**config.mk**
```make
export PLATFORM = sky130hd
export DESIGN_NAME = dual_timer_counter
export DESIGN_NICKNAME = d
export VERILOG_FILES = /design/src/rtl/tmr_pkg.sv /design/src/rtl/tmr_edge.sv /design/src/rtl/tmr_unit.sv /design/src/rtl/dual_timer_counter.sv
export SDC_FILE = /design/constraint.sdc
export NUM_CORES = 1
export LEC_CHECK = 0
export BUFFER_PORTS_ARGS = -buffer_cell sky130_fd_sc_hd__buf_4
export CORE_ASPECT_RATIO = 2
export CORE_UTILIZATION = 62
export CTS_CLUSTER_DIAMETER = 30
export DETAILED_ROUTE_END_ITERATION = 12
export PLACE_DENSITY = 0.86
export SYNTH_ARGS = -nofsm -noshare
export SYNTH_HDL_FRONTEND = slang
export SYNTH_SLANG_ARGS = --single-unit
```
**constraint.sdc**
```tcl
create_clock -name clk -period 5.2 [get_ports clk]
set_input_delay 1.04 -clock clk [delete_from_list [all_inputs] [get_ports clk]]
set_output_delay 1.04 -clock clk [all_outputs]
set_load 0.02 [all_outputs]
```
**src/rtl/tmr_pkg.sv**
```systemverilog
package tmr_pkg;
  localparam int NUM_UNITS = 2;
  localparam int RUN_BIT0  = 4;   // run bit of unit n sits at RUN_BIT0 + 2n
  localparam int FLAG_BIT0 = 5;   // flag bit of unit n sits at FLAG_BIT0 + 2n

  localparam logic [2:0] A_CTRL = 3'd0;
  localparam logic [2:0] A_MODE = 3'd1;
  localparam logic [2:0] A_T0L  = 3'd2;
  localparam logic [2:0] A_T0H  = 3'd3;
  localparam logic [2:0] A_T1L  = 3'd4;
  localparam logic [2:0] A_T1H  = 3'd5;

  typedef enum logic [1:0] {
    MD_13     = 2'b00,
    MD_16     = 2'b01,
    MD_RELOAD = 2'b10,
    MD_SPLIT  = 2'b11
  } tmr_mode_e;

  typedef struct packed {
    logic      gate;
    logic      ext;
    tmr_mode_e mode;
  } unit_cfg_t;
endpackage

```
**src/rtl/tmr_edge.sv**
```systemverilog
module tmr_edge (
  input  logic clk,
  input  logic rst_n,
  input  logic tick,
  input  logic pin,
  output logic fall
);
  logic prev_q, prev_d;

  always_comb prev_d = tick ? pin : prev_q;

  always_ff @(posedge clk or negedge rst_n) begin
    if (!rst_n) prev_q <= 1'b0;
    else        prev_q <= prev_d;
  end

  assign fall = tick & prev_q & ~pin;

  // a detected fall leaves a low sample behind
  a_r5_fall_leaves_low: assert property (@(posedge clk) disable iff (!rst_n)
    fall |=> !prev_q);
endmodule

```
**src/rtl/tmr_unit.sv**
```systemverilog
module tmr_unit
  import tmr_pkg::*;
#(
  parameter bit HAS_SPLIT = 1'b0,
  parameter int BYTE_W    = 8,
  parameter int PRE_W     = 5
) (
  input  logic              clk,
  input  logic              rst_n,
  input  logic              tick,
  input  logic              run_bit,
  input  logic              gate_pin,
  input  logic              fall,
  input  logic              split_run,
  input  unit_cfg_t         cfg,
  input  logic              wr_lo,
  input  logic              wr_hi,
  input  logic [BYTE_W-1:0] wr_data,
  output logic [BYTE_W-1:0] cnt_lo,
  output logic [BYTE_W-1:0] cnt_hi,
  output logic              ovf_main,
  output logic              ovf_split
);
  localparam int WIDE_W  = 2 * BYTE_W;
  localparam int SHORT_W = BYTE_W + PRE_W;

  logic [BYTE_W-1:0]  lo_q, hi_q, lo_d, hi_d;
  logic [WIDE_W-1:0]  wide_nx;
  logic [SHORT_W-1:0] short_nx;
  logic               run_eff, adv, hi_adv, wr_any;

  assign run_eff = run_bit & (~cfg.gate | gate_pin);
  assign adv     = tick & run_eff & (~cfg.ext | fall);
  assign hi_adv  = tick & split_run & HAS_SPLIT;
  assign wr_any  = wr_lo | wr_hi;

  always_comb begin
    lo_d      = lo_q;
    hi_d      = hi_q;
    ovf_main  = 1'b0;
    ovf_split = 1'b0;
    wide_nx   = {hi_q, lo_q} + 1'b1;
    short_nx  = {hi_q, lo_q[PRE_W-1:0]} + 1'b1;
    case (cfg.mode)
      MD_13: if (adv && !wr_any) begin
        hi_d              = short_nx[SHORT_W-1:PRE_W];
        lo_d[PRE_W-1:0]   = short_nx[PRE_W-1:0];
        ovf_main          = &{hi_q, lo_q[PRE_W-1:0]};
      end
      MD_16: if (adv && !wr_any) begin
        {hi_d, lo_d} = wide_nx;
        ovf_main     = &{hi_q, lo_q};
      end
      MD_RELOAD: if (adv && !wr_any) begin
        ovf_main = &lo_q;
        lo_d     = (&lo_q) ? hi_q : lo_q + 1'b1;
      end
      MD_SPLIT: if (HAS_SPLIT) begin
        if (adv && !wr_lo) begin
          lo_d     = lo_q + 1'b1;
          ovf_main = &lo_q;
        end
        if (hi_adv && !wr_hi) begin
          hi_d      = hi_q + 1'b1;
          ovf_split = &hi_q;
        end
      end
      default: ;
    endcase
    if (wr_lo) lo_d = wr_data;
    if (wr_hi) hi_d = wr_data;
  end

  always_ff @(posedge clk or negedge rst_n) begin
    if (!rst_n) begin
      lo_q <= '0;
      hi_q <= '0;
    end else begin
      lo_q <= lo_d;
      hi_q <= hi_d;
    end
  end

  assign cnt_lo = lo_q;
  assign cnt_hi = hi_q;

  // no tick and no write means the count stays put
  a_r3_no_tick_hold: assert property (@(posedge clk) disable iff (!rst_n)
    !tick && !wr_any |=> $stable({hi_q, lo_q}));
  // a low-byte write always lands
  a_r11_write_wins: assert property (@(posedge clk) disable iff (!rst_n)
    wr_lo |=> lo_q == $past(wr_data));
  // reload copies the high byte into the low byte
  a_r8_reload: assert property (@(posedge clk) disable iff (!rst_n)
    cfg.mode == MD_RELOAD && ovf_main |=> lo_q == $past(hi_q));
  // a 16-bit overflow leaves zero behind
  a_r6_wrap_zero: assert property (@(posedge clk) disable iff (!rst_n)
    cfg.mode == MD_16 && ovf_main |=> {hi_q, lo_q} == '0);
  // a unit without split support freezes in mode 11
  a_r9_frozen: assert property (@(posedge clk) disable iff (!rst_n)
    !HAS_SPLIT && cfg.mode == MD_SPLIT && !wr_any |=> $stable({hi_q, lo_q}));
endmodule

```
**src/rtl/dual_timer_counter.sv**
```systemverilog
module dual_timer_counter
  import tmr_pkg::*;
#(
  parameter int BYTE_W = 8,
  parameter int PRE_W  = 5
) (
  input  logic              clk,
  input  logic              rst_n,
  input  logic              tick,
  input  logic              wr_en,
  input  logic [2:0]        wr_addr,
  input  logic [BYTE_W-1:0] wr_data,
  input  logic [2:0]        rd_addr,
  output logic [BYTE_W-1:0] rd_data,
  input  logic [1:0]        cnt_pin,
  input  logic [1:0]        gate_pin,
  input  logic [1:0]        ovf_ack,
  output logic [1:0]        ovf_flag
);
  localparam int CFG_W = $bits(unit_cfg_t);
  localparam int MODE_W = CFG_W * NUM_UNITS;

  logic [NUM_UNITS-1:0] run_q, run_d, flag_q, flag_d, set_evt;
  logic [NUM_UNITS-1:0] fall, ovf_main, ovf_split, wr_lo, wr_hi;
  logic [MODE_W-1:0]    mode_q, mode_d;
  logic [BYTE_W-1:0]    cnt_lo [NUM_UNITS];
  logic [BYTE_W-1:0]    cnt_hi [NUM_UNITS];
  unit_cfg_t            cfg [NUM_UNITS];
  logic                 ctrl_wr, mode_wr, split0;

  assign ctrl_wr = wr_en && wr_addr == A_CTRL;
  assign mode_wr = wr_en && wr_addr == A_MODE;
  assign wr_lo   = {wr_en && wr_addr == A_T1L, wr_en && wr_addr == A_T0L};
  assign wr_hi   = {wr_en && wr_addr == A_T1H, wr_en && wr_addr == A_T0H};

  for (genvar u = 0; u < NUM_UNITS; u++) begin : g_unit
    assign cfg[u] = unit_cfg_t'(mode_q[CFG_W*u +: CFG_W]);

    tmr_edge u_edge (
      .clk  (clk),
      .rst_n(rst_n),
      .tick (tick),
      .pin  (cnt_pin[u]),
      .fall (fall[u])
    );

    tmr_unit #(
      .HAS_SPLIT(u == 0),
      .BYTE_W   (BYTE_W),
      .PRE_W    (PRE_W)
    ) u_cnt (
      .clk      (clk),
      .rst_n    (rst_n),
      .tick     (tick),
      .run_bit  (run_q[u]),
      .gate_pin (gate_pin[u]),
      .fall     (fall[u]),
      .split_run(u == 0 ? run_q[NUM_UNITS-1] : 1'b0),
      .cfg      (cfg[u]),
      .wr_lo    (wr_lo[u]),
      .wr_hi    (wr_hi[u]),
      .wr_data  (wr_data),
      .cnt_lo   (cnt_lo[u]),
      .cnt_hi   (cnt_hi[u]),
      .ovf_main (ovf_main[u]),
      .ovf_split(ovf_split[u])
    );

    // an overflow sets the flag even against an acknowledge
    a_r10_set_wins: assert property (@(posedge clk) disable iff (!rst_n)
      set_evt[u] |=> ovf_flag[u]);
    // an acknowledge without an overflow clears the flag
    a_r10_ack_clears: assert property (@(posedge clk) disable iff (!rst_n)
      ovf_ack[u] && !set_evt[u] |=> !ovf_flag[u]);
  end

  assign split0     = cfg[0].mode == MD_SPLIT;
  assign set_evt[0] = ovf_main[0];
  assign set_evt[1] = split0 ? ovf_split[0] : (ovf_main[1] | ovf_split[1]);

  always_comb begin
    mode_d = mode_wr ? wr_data[MODE_W-1:0] : mode_q;
    for (int i = 0; i < NUM_UNITS; i++) begin
      if (set_evt[i])      flag_d[i] = 1'b1;
      else if (ovf_ack[i]) flag_d[i] = 1'b0;
      else if (ctrl_wr)    flag_d[i] = wr_data[FLAG_BIT0 + 2*i];
      else                 flag_d[i] = flag_q[i];
      run_d[i] = ctrl_wr ? wr_data[RUN_BIT0 + 2*i] : run_q[i];
    end
  end

  always_ff @(posedge clk or negedge rst_n) begin
    if (!rst_n) begin
      run_q  <= '0;
      flag_q <= '0;
      mode_q <= '0;
    end else begin
      run_q  <= run_d;
      flag_q <= flag_d;
      mode_q <= mode_d;
    end
  end

  always_comb begin
    rd_data = '0;
    case (rd_addr)
      A_CTRL: rd_data[7:4] = {flag_q[1], run_q[1], flag_q[0], run_q[0]};
      A_MODE: rd_data[MODE_W-1:0] = mode_q;
      A_T0L:  rd_data = cnt_lo[0];
      A_T0H:  rd_data = cnt_hi[0];
      A_T1L:  rd_data = cnt_lo[1];
      A_T1H:  rd_data = cnt_hi[1];
      default: rd_data = '0;
    endcase
  end

  assign ovf_flag = flag_q;

  // while unit 0 is split, a unit 1 wrap alone does not raise flag1
  a_r9_split_masks_t1: assert property (@(posedge clk) disable iff (!rst_n)
    split0 && ovf_main[1] && !ovf_split[0] && !flag_q[1] && !ctrl_wr |=> !ovf_flag[1]);
endmodule

```
==> results by group, run 1 <==
Die
  – DIE AREA: 6300 sq um
  – Num rows: 39
  – Initial core utilization: 0.648
  – Die Wd: 56.6 um
  – Die H: 111 um
  – # IOs: 34
  – Core box area: 5710 sq um

Final layout
  – Nets: 499
  – Util after Layout: 0.707
  – P&R area growth vs syn: 8.99%
  – Layout cells sized above 1: 0.148
  – # fillers: 464
  – ANT cells: 0

Critical path
  – CP endpoint: rd_data[6]
  – Crit Reg-Reg Startpoint: g_unit[0].u_cnt.cnt_lo[0]$_DFFE_PN0P_
  – Delay-heaviest family, CP: simple AND/OR/NAND/NOR gates
  – Slowest-stage cell, CP: nor2b_1
  – CP Launch Type: input pin
  – Worst setup startpoint: rd_addr[1]
  – Crit-path cells: buf_4, nor2b_1, a21oi_1, a211oi_1, buf_4
  – Setup CP Type: input pin to output port
  – Crit path max fanout: 12
  – Worst endpoint required time: 4.16 ns
  – WP depth: 5
  – Most frequent cell on the critical path: buf_4
  – Buf/Inv on CP: 2
  – R2R Path End: g_unit[0].u_cnt.cnt_lo[7]$_DFFE_PN0P_
  – Worst Path Arrival: 2.66 ns
  – Critical Path Max Stage Delay: 0.67 ns
  – R2r worst-path depth: 6
  – R2r setup slk: 2.75 ns
  – Critical Path End Type: output port

Yosys
  – Yosys cell types: 72
  – Top-count cell post-synth: nand2_1
  – Syn Inst Count: 455
  – Post-synth net total: 489
  – Commonest cells in the netlist: 60 x nand2_1, 46 x dfrtp_1, 37 x o21ai_0, 34 x nor2_1
  – Most common flop cell mapped by yosys: dfrtp_1
  – Post-synth EDFFs: 0
  – #FFs+latches synth: 46
  – Syn Area/Cell: 8.14 sq um
  – Top cell type's share of synthesized area: 0.311
  – Sequential area share after synthesis: 0.311
  – Syn. warnings: 0
  – Synth area leader: dfrtp_1
  – Synth async-reset ratio: 1.00
  – Synth top area cells: dfrtp_1 31%, nand2_1 6.1%, o21ai_0 5.0%
  – Post-Syn Area: 3700 sq um

STA
  – Fmax: 270 MHz
  – Final WS setup: 1.50 ns
  – Final setup violation count: 0
  – Tightest Pin Transition: 0.964 ns
  – Final Hold Vio Count: 0
  – Fin crit share: 0.712
  – RSZ-0062 raised after global routing: false
  – Post-layout min period: 3.70 ns
  – Max-slew violation count: 0
  – Rel. slew slack: 0.349
  – Skew final: 0.00295 ns
  – Setup TNS: 0 ns

Clocking
  – Post-CTS Setup Inserts: 0
  – Cts hold-fix bufs: 0
  – Reg clk slew, reported paths: 0.06 ns
  – CTS Buf Count: 5
  – Clk root buf: clkbuf_16
  – CTS tree: done
  – Clock latency on the worst-skew pair: 0.29 ns
  – CTS max path bufs: 2
  – Htree depth: 2
  – CTS sink cnt: 46
  – Post-cts gate resize count: 0

Run status
  – Run status: finished, final reports clean

Global routing
  – Total gr overflow: 0
  – Largest net degree at the start of global routing: 47
  – Number of global-route vias before repair: 3,722
  – First-pass GRT wire length: 18,900 um
  – Initial antenna violation count: 0
  – GRT Util Overall: 0.392

Place
  – Dpl ws: 1.54 ns
  – HPWL Detailed: 8560 um
  – Buffers on Ports: 33
  – Routability cong.: 0.955

Pwr
  – Pwr dens: 423 nW/um^2
  – P_leak: 1.62 nW
  – Worst vdd ir: 344 uV

Detailed routing
  – DR vias: 3,750
  – DRC viols: 0
  – Total Wirelength: 11,500 um
  – Routed Antenna Nets: 0
  – Mean routed wirelength per cell: 21.7 um
  – Drt first-iter violations: 268
  – Drt first pass iters: 6
  – DR vias/cell: 7.12

Run
  – Max-cap violations: 0

Min path
  – Hold Crit Class: flop to flop
[power by group]
group / switching (W) / total (W) / internal [W]
combinational: 0.000378 / 0.000672 / 0.000294
clock: 0.000136 / 0.000326 / 0.000190
sequential: 0.000238 / 0.000710 / 0.000472
total: 0.000751 / 0.00171 / 0.000956
[state kept, by name (all words and copies together), names as in the netlist]
| register | count |
|---|---|
| g_unit.u_cnt.cnt_hi | 16 |
| run_q | 2 |
| mode_q | 8 |
| g_unit.u_cnt.cnt_lo | 16 |
| g_unit.u_edge.prev_q | 2 |
| ovf_flag | 2 |
[through the flow]
step / hold WS (ns) / total power, W / area [sq um] / std cells
6_report: 0.515 / 0.00171 / 4040 / 527
3_5_place_dp: 0.504 / 0.00136 / 3880 / 519
2_1_floorplan: 0.482 / 0.00115 / 3700 / 455
5_1_grt: 0.539 / 0.00181 / 4040 / 527
4_1_cts: 0.518 / 0.00169 / 4040 / 527
3_3_place_gp: 0.490 / 0.00133 / 3880 / 519
[layout make-up]
type / instances / area (sq um) / share of cell area
clock buffer: 6 / 139 / 0.0344
clock inverter: 2 / 12.5 / 0.00310
inverter: 15 / 56.3 / 0.0140
multi-input combinational: 363 / 2340 / 0.581
sequential: 46 / 1150 / 0.285
tap: 61 / 76.3 / 0.0189
timing repair buffer: 34 / 255 / 0.0633
[worst min path at each step]
stage,start,to,slack [ns],cells past startpoint
2_1_floorplan,g_unit[0].u_edge.prev_q$_DFFE_PN0P_,g_unit[0].u_edge.prev_q$_DFFE_PN0P_,0.48,1
3_3_place_gp,g_unit[0].u_edge.prev_q$_DFFE_PN0P_,g_unit[0].u_edge.prev_q$_DFFE_PN0P_,0.49,1
3_5_place_dp,g_unit[0].u_edge.prev_q$_DFFE_PN0P_,g_unit[0].u_edge.prev_q$_DFFE_PN0P_,0.50,1
4_1_cts,g_unit[0].u_edge.prev_q$_DFFE_PN0P_,g_unit[0].u_edge.prev_q$_DFFE_PN0P_,0.52,1
5_1_grt,g_unit[1].u_edge.prev_q$_DFFE_PN0P_,g_unit[1].u_edge.prev_q$_DFFE_PN0P_,0.54,1
6_report,g_unit[0].u_edge.prev_q$_DFFE_PN0P_,g_unit[0].u_edge.prev_q$_DFFE_PN0P_,0.52,1
[placed cells by master (no fill, tap or decap), drive strengths merged, types with 13 or more instances in the layout]
| cell | Yosys | routed |
|---|---|---|
| dfrtp | 46 | 46 |
| buf | 10 | 34 |
| a21oi | 25 | 25 |
| nand2 | 61 | 61 |
| o21ai | 40 | 40 |
| nor2 | 35 | 35 |
| mux2i | 13 | 13 |
| inv | 15 | 15 |
| nand3 | 26 | 26 |
[layer usage]
metal	vias up	GRT usage	wire, um
li1	1709	-	-
met1	1771	0.429	3850
met2	206	0.671	6050
met3	64	0.0537	731
met4	0	0.276	820
met5	-	0	0
[cell families after synthesis]
family	count (synthesis)	share of synthesized area
AOI/OAI and AO/OA	140	0.259
buffers and inverters	46	0.0558
adders and majority gates	11	0.0365
muxes	23	0.0656
xor gates and xnor gates	11	0.0260
and+or+nand+nor	178	0.247
DFF	46	0.311
No activity file was read; power rests on OpenSTA's default activity.
==> run 2: changes to the inputs <==
Settings changed: CORE_UTILIZATION 62 to 60, PLACE_DENSITY 0.86 to 0.83.
Clock period 5.2 ns to 3.7 ns, I/O delays scaled along.
==> run 2 against run 1 <==
  * The flow now finishes with violations (DRC)
  * Clock skew grew 0.00099 ns
  * Critical endpoint is now rd_data[2]
  * Sequential power grew 40%
  * Highest routed layer unchanged
  * First-iteration DRC count grew 4.1%
  * Clock-buffer cell count is the same
==> results by group, run 2 (synthesis gave the netlist of run 1 again) <==
Critical path
  – R2r setup slk: 1.23 ns
  – Critical Path Max Stage Delay: 0.61 ns
  – Worst endpoint required time: 2.96 ns
  – R2R Path End: g_unit[0].u_cnt.cnt_lo[7]$_DFFE_PN0P_
  – Delay-heaviest family, CP: simple AND/OR/NAND/NOR gates
  – Setup CP Type: input pin to output port
  – Critical Path End Type: output port
  – Crit Reg-Reg Startpoint: g_unit[0].u_cnt.cnt_lo[0]$_DFFE_PN0P_
  – Buf/Inv on CP: 2
  – CP Launch Type: input pin
  – Crit-path cells: buf_4, nor2b_1, a221oi_1, a21oi_1, a21oi_1, nor2_1, buf_4
  – Crit path max fanout: 15
  – R2r worst-path depth: 6
  – Worst Path Arrival: 2.24 ns
  – Slowest-stage cell, CP: nor2b_1

Die
  – # IOs: 34
  – Die H: 113 um
  – Num rows: 40
  – Die Wd: 57.5 um
  – DIE AREA: 6510 sq um
  – Core box area: 5960 sq um
  – Initial core utilization: 0.622

Clocking
  – Clock latency on the worst-skew pair: 0.29 ns
  – Cts hold-fix bufs: 0
  – CTS sink cnt: 46
  – CTS Buf Count: 5
  – Htree depth: 2
  – CTS tree: done
  – Post-CTS Setup Inserts: 0
  – Reg clk slew, reported paths: 0.06 ns
  – Post-cts gate resize count: 0
  – CTS max path bufs: 2
  – Clk root buf: clkbuf_16

Pwr
  – Pwr dens: 590 nW/um^2
  – P_leak: 1.64 nW
  – Design Power: 0.00240 W
  – Worst vdd ir: 456 uV

Place
  – Routability cong.: 0.994
  – Buffers on Ports: 33
  – HPWL Detailed: 8570 um
  – Placed Area: 3920 sq um
  – Dpl ws: 0.750 ns

Run status
  – Failing checks: DRC
  – Run status: complete, but fails checks

STA
  – Setup TNS: 0 ns
  – Rel. slew slack: 0.369
  – WHS: 0.449 ns
  – Final Hold Vio Count: 0
  – Fin crit share: 0.805
  – RSZ-0062 raised after global routing: false
  – Max-slew violation count: 0
  – Tightest Pin Transition: 0.939 ns
  – Fmax: 336 MHz
  – Final WS setup: 0.722 ns
  – Skew final: 0.00395 ns
  – Post-layout min period: 2.98 ns
  – Final setup violation count: 0

Min path
  – Hold Crit Class: input pin to async pin

Detailed routing
  – DR vias: 3,725
  – Drt first pass iters: 9
  – Met2 WL: 6080 um
  – Highest routed layer: met4
  – Routed Antenna Nets: 0
  – Total Wirelength: 11,400 um
  – DRC viols: 2
  – WL met1: 3930 um
  – Drt first-iter violations: 279
  – WL met3: 662 um
  – Mean routed wirelength per cell: 21.4 um
  – DR vias/cell: 6.99

Final layout
  – Most frequent cells in the layout: 60 x nand2_1, 46 x dfrtp_1, 38 x buf_4, 37 x o21ai_0, 34 x nor2_1
  – Design area: 4070 sq um
  – P&R area growth vs syn: 9.87%
  – Layout cells sized above 1: 0.155
  – ANT cells: 0
  – Leading cell type in the layout, fill and taps excluded: nand2_1
  – Nets: 503

Global routing
  – Initial antenna violation count: 0
  – Total gr overflow: 0
  – Largest net degree at the start of global routing: 47
  – Number of global-route vias before repair: 3,657
  – First-pass GRT wire length: 18,000 um
  – GRT Util Overall: 0.368

Run
  – Max-cap violations: 0
## run 2: cell types whose count changed in the layout (fill, tap and decap cells not counted)
cell   delta
buf_4     +4
## run 2: layout make-up
class                           count  area, sq um
Tap cell                           63         78.8
Fill cell                         501         1890
Clock buffer                        6          139
Inverter                           15         56.3
Multi-Input combinational cell    363         2340
Timing Repair Buffer               38          285
Clock inverter                      2         12.5
Sequential cell                    46         1150
## run 2: worst reg2reg max path: stages (launching register included)
cell and delay, ns:
dfrtp_1 0.44, ha_1 0.31, nand4_2 0.28, nor4_4 0.71, a21oi_1 0.15, a221o_1 0.34, a21boi_1 0.12
## run 2: report_power, final
part / switching (W) / leakage, nW / internal, W
Clock: 0.000198 / 0.0729 / 0.000268
Combinational: 0.000524 / 1.02 / 0.000415
Sequential: 0.000333 / 0.554 / 0.000664
Total: 0.00105 / 1.64 / 0.00135
## run 2: worst max-delay path by stage
stage,from,cells past startpoint,endpoint
6_report,rd_addr[2],7,rd_data[2]
5_1_grt,rd_addr[2],7,rd_data[1]
4_1_cts,rd_addr[2],7,rd_data[2]
3_5_place_dp,rd_addr[2],7,rd_data[2]
3_3_place_gp,rd_addr[2],7,rd_data[2]
2_1_floorplan,rd_addr[1],5,rd_data[6]
## run 2: routing by layer
layer  global-route usage  vias to the layer above
li1                     -                     1720
met1                0.390                     1767
met2                0.647                      179
met3               0.0503                       59
met4                0.262                        0
met5                    0                        -
## run 2: metrics by stage
step           std cells  utilization
2_1_floorplan        455            -
6_report             533        0.683
5_1_grt              533        0.683
3_3_place_gp         525        0.658
3_5_place_dp         525        0.658
4_1_cts              533        0.683
==> run 3: changes to the inputs <==
Clock period 3.7 ns to 2.85 ns, I/O delays scaled along.
==> run 3 against run 2 <==
  * The run still ends with DRC left
  * Largest power group is now combinational cells
  * Core utilization rose by 1.4 points
  * Critical path depth is 1 lower
  * Clock-buffer cell count is the same
  * Power is 32% higher
  * Hold slack worse by 0.17 ns
  * Die area unchanged
  * Combinational power rose by 40%
  * Final cell count is 2.1% higher
  * Largest cell class unchanged
  * Final area increased by 2.0%
==> results by group, run 3 (synthesis gave the netlist of run 1 again) <==
Clocking
  – Post-cts gate resize count: 0
  – CTS max path bufs: 2
  – Clock latency on the worst-skew pair: 0.29 ns
  – CTS tree: done
  – CTS Buf Count: 5
  – Clk root buf: clkbuf_16
  – Post-CTS Setup Inserts: 0
  – Htree depth: 2
  – Cts hold-fix bufs: 0
  – CTS sink cnt: 46
  – Reg clk slew, reported paths: 0.06 ns

Place
  – Routability cong.: 0.965
  – Buffers on Ports: 33
  – HPWL Detailed: 8800 um
  – Dpl cells: 536

Die
  – Initial core utilization: 0.622
  – Die H: 113 um
  – # IOs: 34
  – Num rows: 40
  – DIE AREA: 6510 sq um
  – Die Wd: 57.5 um
  – Core box area: 5960 sq um

Run status
  – Failing checks: DRC
  – Run status: complete, but fails checks

Run
  – Max-cap violations: 0

Global routing
  – Number of global-route vias before repair: 3,816
  – GRT Util Overall: 0.378
  – Largest net degree at the start of global routing: 47
  – First-pass GRT wire length: 18,600 um
  – Initial antenna violation count: 0
  – Total gr overflow: 0

Detailed routing
  – Drt first pass iters: 9
  – Mean routed wirelength per cell: 21.6 um
  – DR vias/cell: 7.10
  – Routed Antenna Nets: 0
  – DR vias: 3,863
  – Total Wirelength: 11,700 um
  – Drt first-iter violations: 365
  – DRC viols: 2

STA
  – Setup TNS: 0 ns
  – Fmax: 417 MHz
  – Max-slew violation count: 0
  – RSZ-0062 raised after global routing: false
  – Post-layout min period: 2.40 ns
  – Fin crit share: 0.842
  – Skew final: 0.00458 ns
  – Final setup violation count: 0
  – Final Hold Vio Count: 0
  – Rel. slew slack: 0.485
  – Tightest Pin Transition: 0.770 ns

Final layout
  – Nets: 514
  – Non-Filler Instances: 544
  – Multi-input gate area: 2340 sq um
  – Register Area: 1150 sq um
  – Leading cell type in the layout, fill and taps excluded: nand2_1
  – ANT cells: 0
  – P&R area growth vs syn: 12.1%
  – # fillers: 461
  – Most frequent cells in the layout: 60 x nand2_1, 49 x buf_4, 46 x dfrtp_1, 37 x o21ai_0, 34 x nor2_1
  – Layout cells sized above 1: 0.175

Pwr
  – Worst vdd ir: 538 uV
  – Pwr dens: 764 nW/um^2
  – P_leak: 1.70 nW

Critical path
  – Worst Path Arrival: 1.83 ns
  – Setup CP Type: input pin to output port
  – CP Launch Type: input pin
  – Crit path max fanout: 12
  – R2r worst-path depth: 7
  – Critical Path End Type: output port
  – R2r setup slk: 0.47 ns
  – R2R Path End: g_unit[0].u_cnt.cnt_lo[7]$_DFFE_PN0P_
  – Worst endpoint required time: 2.28 ns
  – Crit Reg-Reg Startpoint: g_unit[0].u_cnt.cnt_lo[0]$_DFFE_PN0P_

Min path
  – Hold Crit Class: input pin to async pin
run 3: through the flow:
stage	hold slack (ns)	total power [W]	instance area [sq um]	util	setup WS (ns)
6_report	0.278	0.00317	4150	0.697	0.450
5_1_grt	0.331	0.00334	4150	0.697	0.323
4_1_cts	0.305	0.00313	4150	0.697	0.476
3_5_place_dp	0.501	0.00252	4000	0.671	0.482
3_3_place_gp	0.490	0.00247	4000	0.671	0.556
2_1_floorplan	0.274	0.00210	3700	-	0.265
run 3: per-layer routing:
layer	global-route usage	share of wire	wire, um	vias up
met5	0	0	0	-
met1	0.397	0.34	4040	1828
met4	0.337	0.094	1110	0
met3	0.0457	0.054	639	83
li1	-	-	-	1738
met2	0.636	0.51	5960	214
run 3: where the power goes:
part | switching (W) | internal [W] | total [W]
Sequential | 0.000394 | 0.000862 | 0.00126
Combinational | 0.000749 | 0.000563 | 0.00131
Clock | 0.000255 | 0.000347 | 0.000602
Total | 0.00140 | 0.00177 | 0.00317
run 3: worst max-delay path by stage:
stage                                                startpoint                                     to  depth (start not counted)  slack, ns
after floorplan                                      rd_addr[1]                             rd_data[6]                          5       0.26
after global placement                               rd_addr[2]                             rd_data[0]                          8       0.56
after detailed placement                             rd_addr[2]                             rd_data[3]                          8       0.48
after CTS                                            rd_addr[2]                             rd_data[3]                          8       0.48
after global routing      g_unit[0].u_cnt.cnt_lo[0]$_DFFE_PN0P_  g_unit[0].u_cnt.cnt_lo[7]$_DFFE_PN0P_                          7       0.32
final                                                rd_addr[1]                             rd_data[6]                          6       0.45
run 3: final cells by class:
type	instances	share of cell area
Multi-Input combinational cell	363	0.565
Timing Repair Buffer	49	0.0886
Inverter	15	0.0136
Sequential cell	46	0.277
Clock buffer	6	0.0335
Clock inverter	2	0.00301
Tap cell	63	0.0190
run 3: worst max-delay path, stage by stage:
cell      delay (ns)
buf_4           0.16
nor2b_1         0.16
buf_4           0.19
a21oi_1         0.08
a211oi_1        0.43
buf_4           0.23
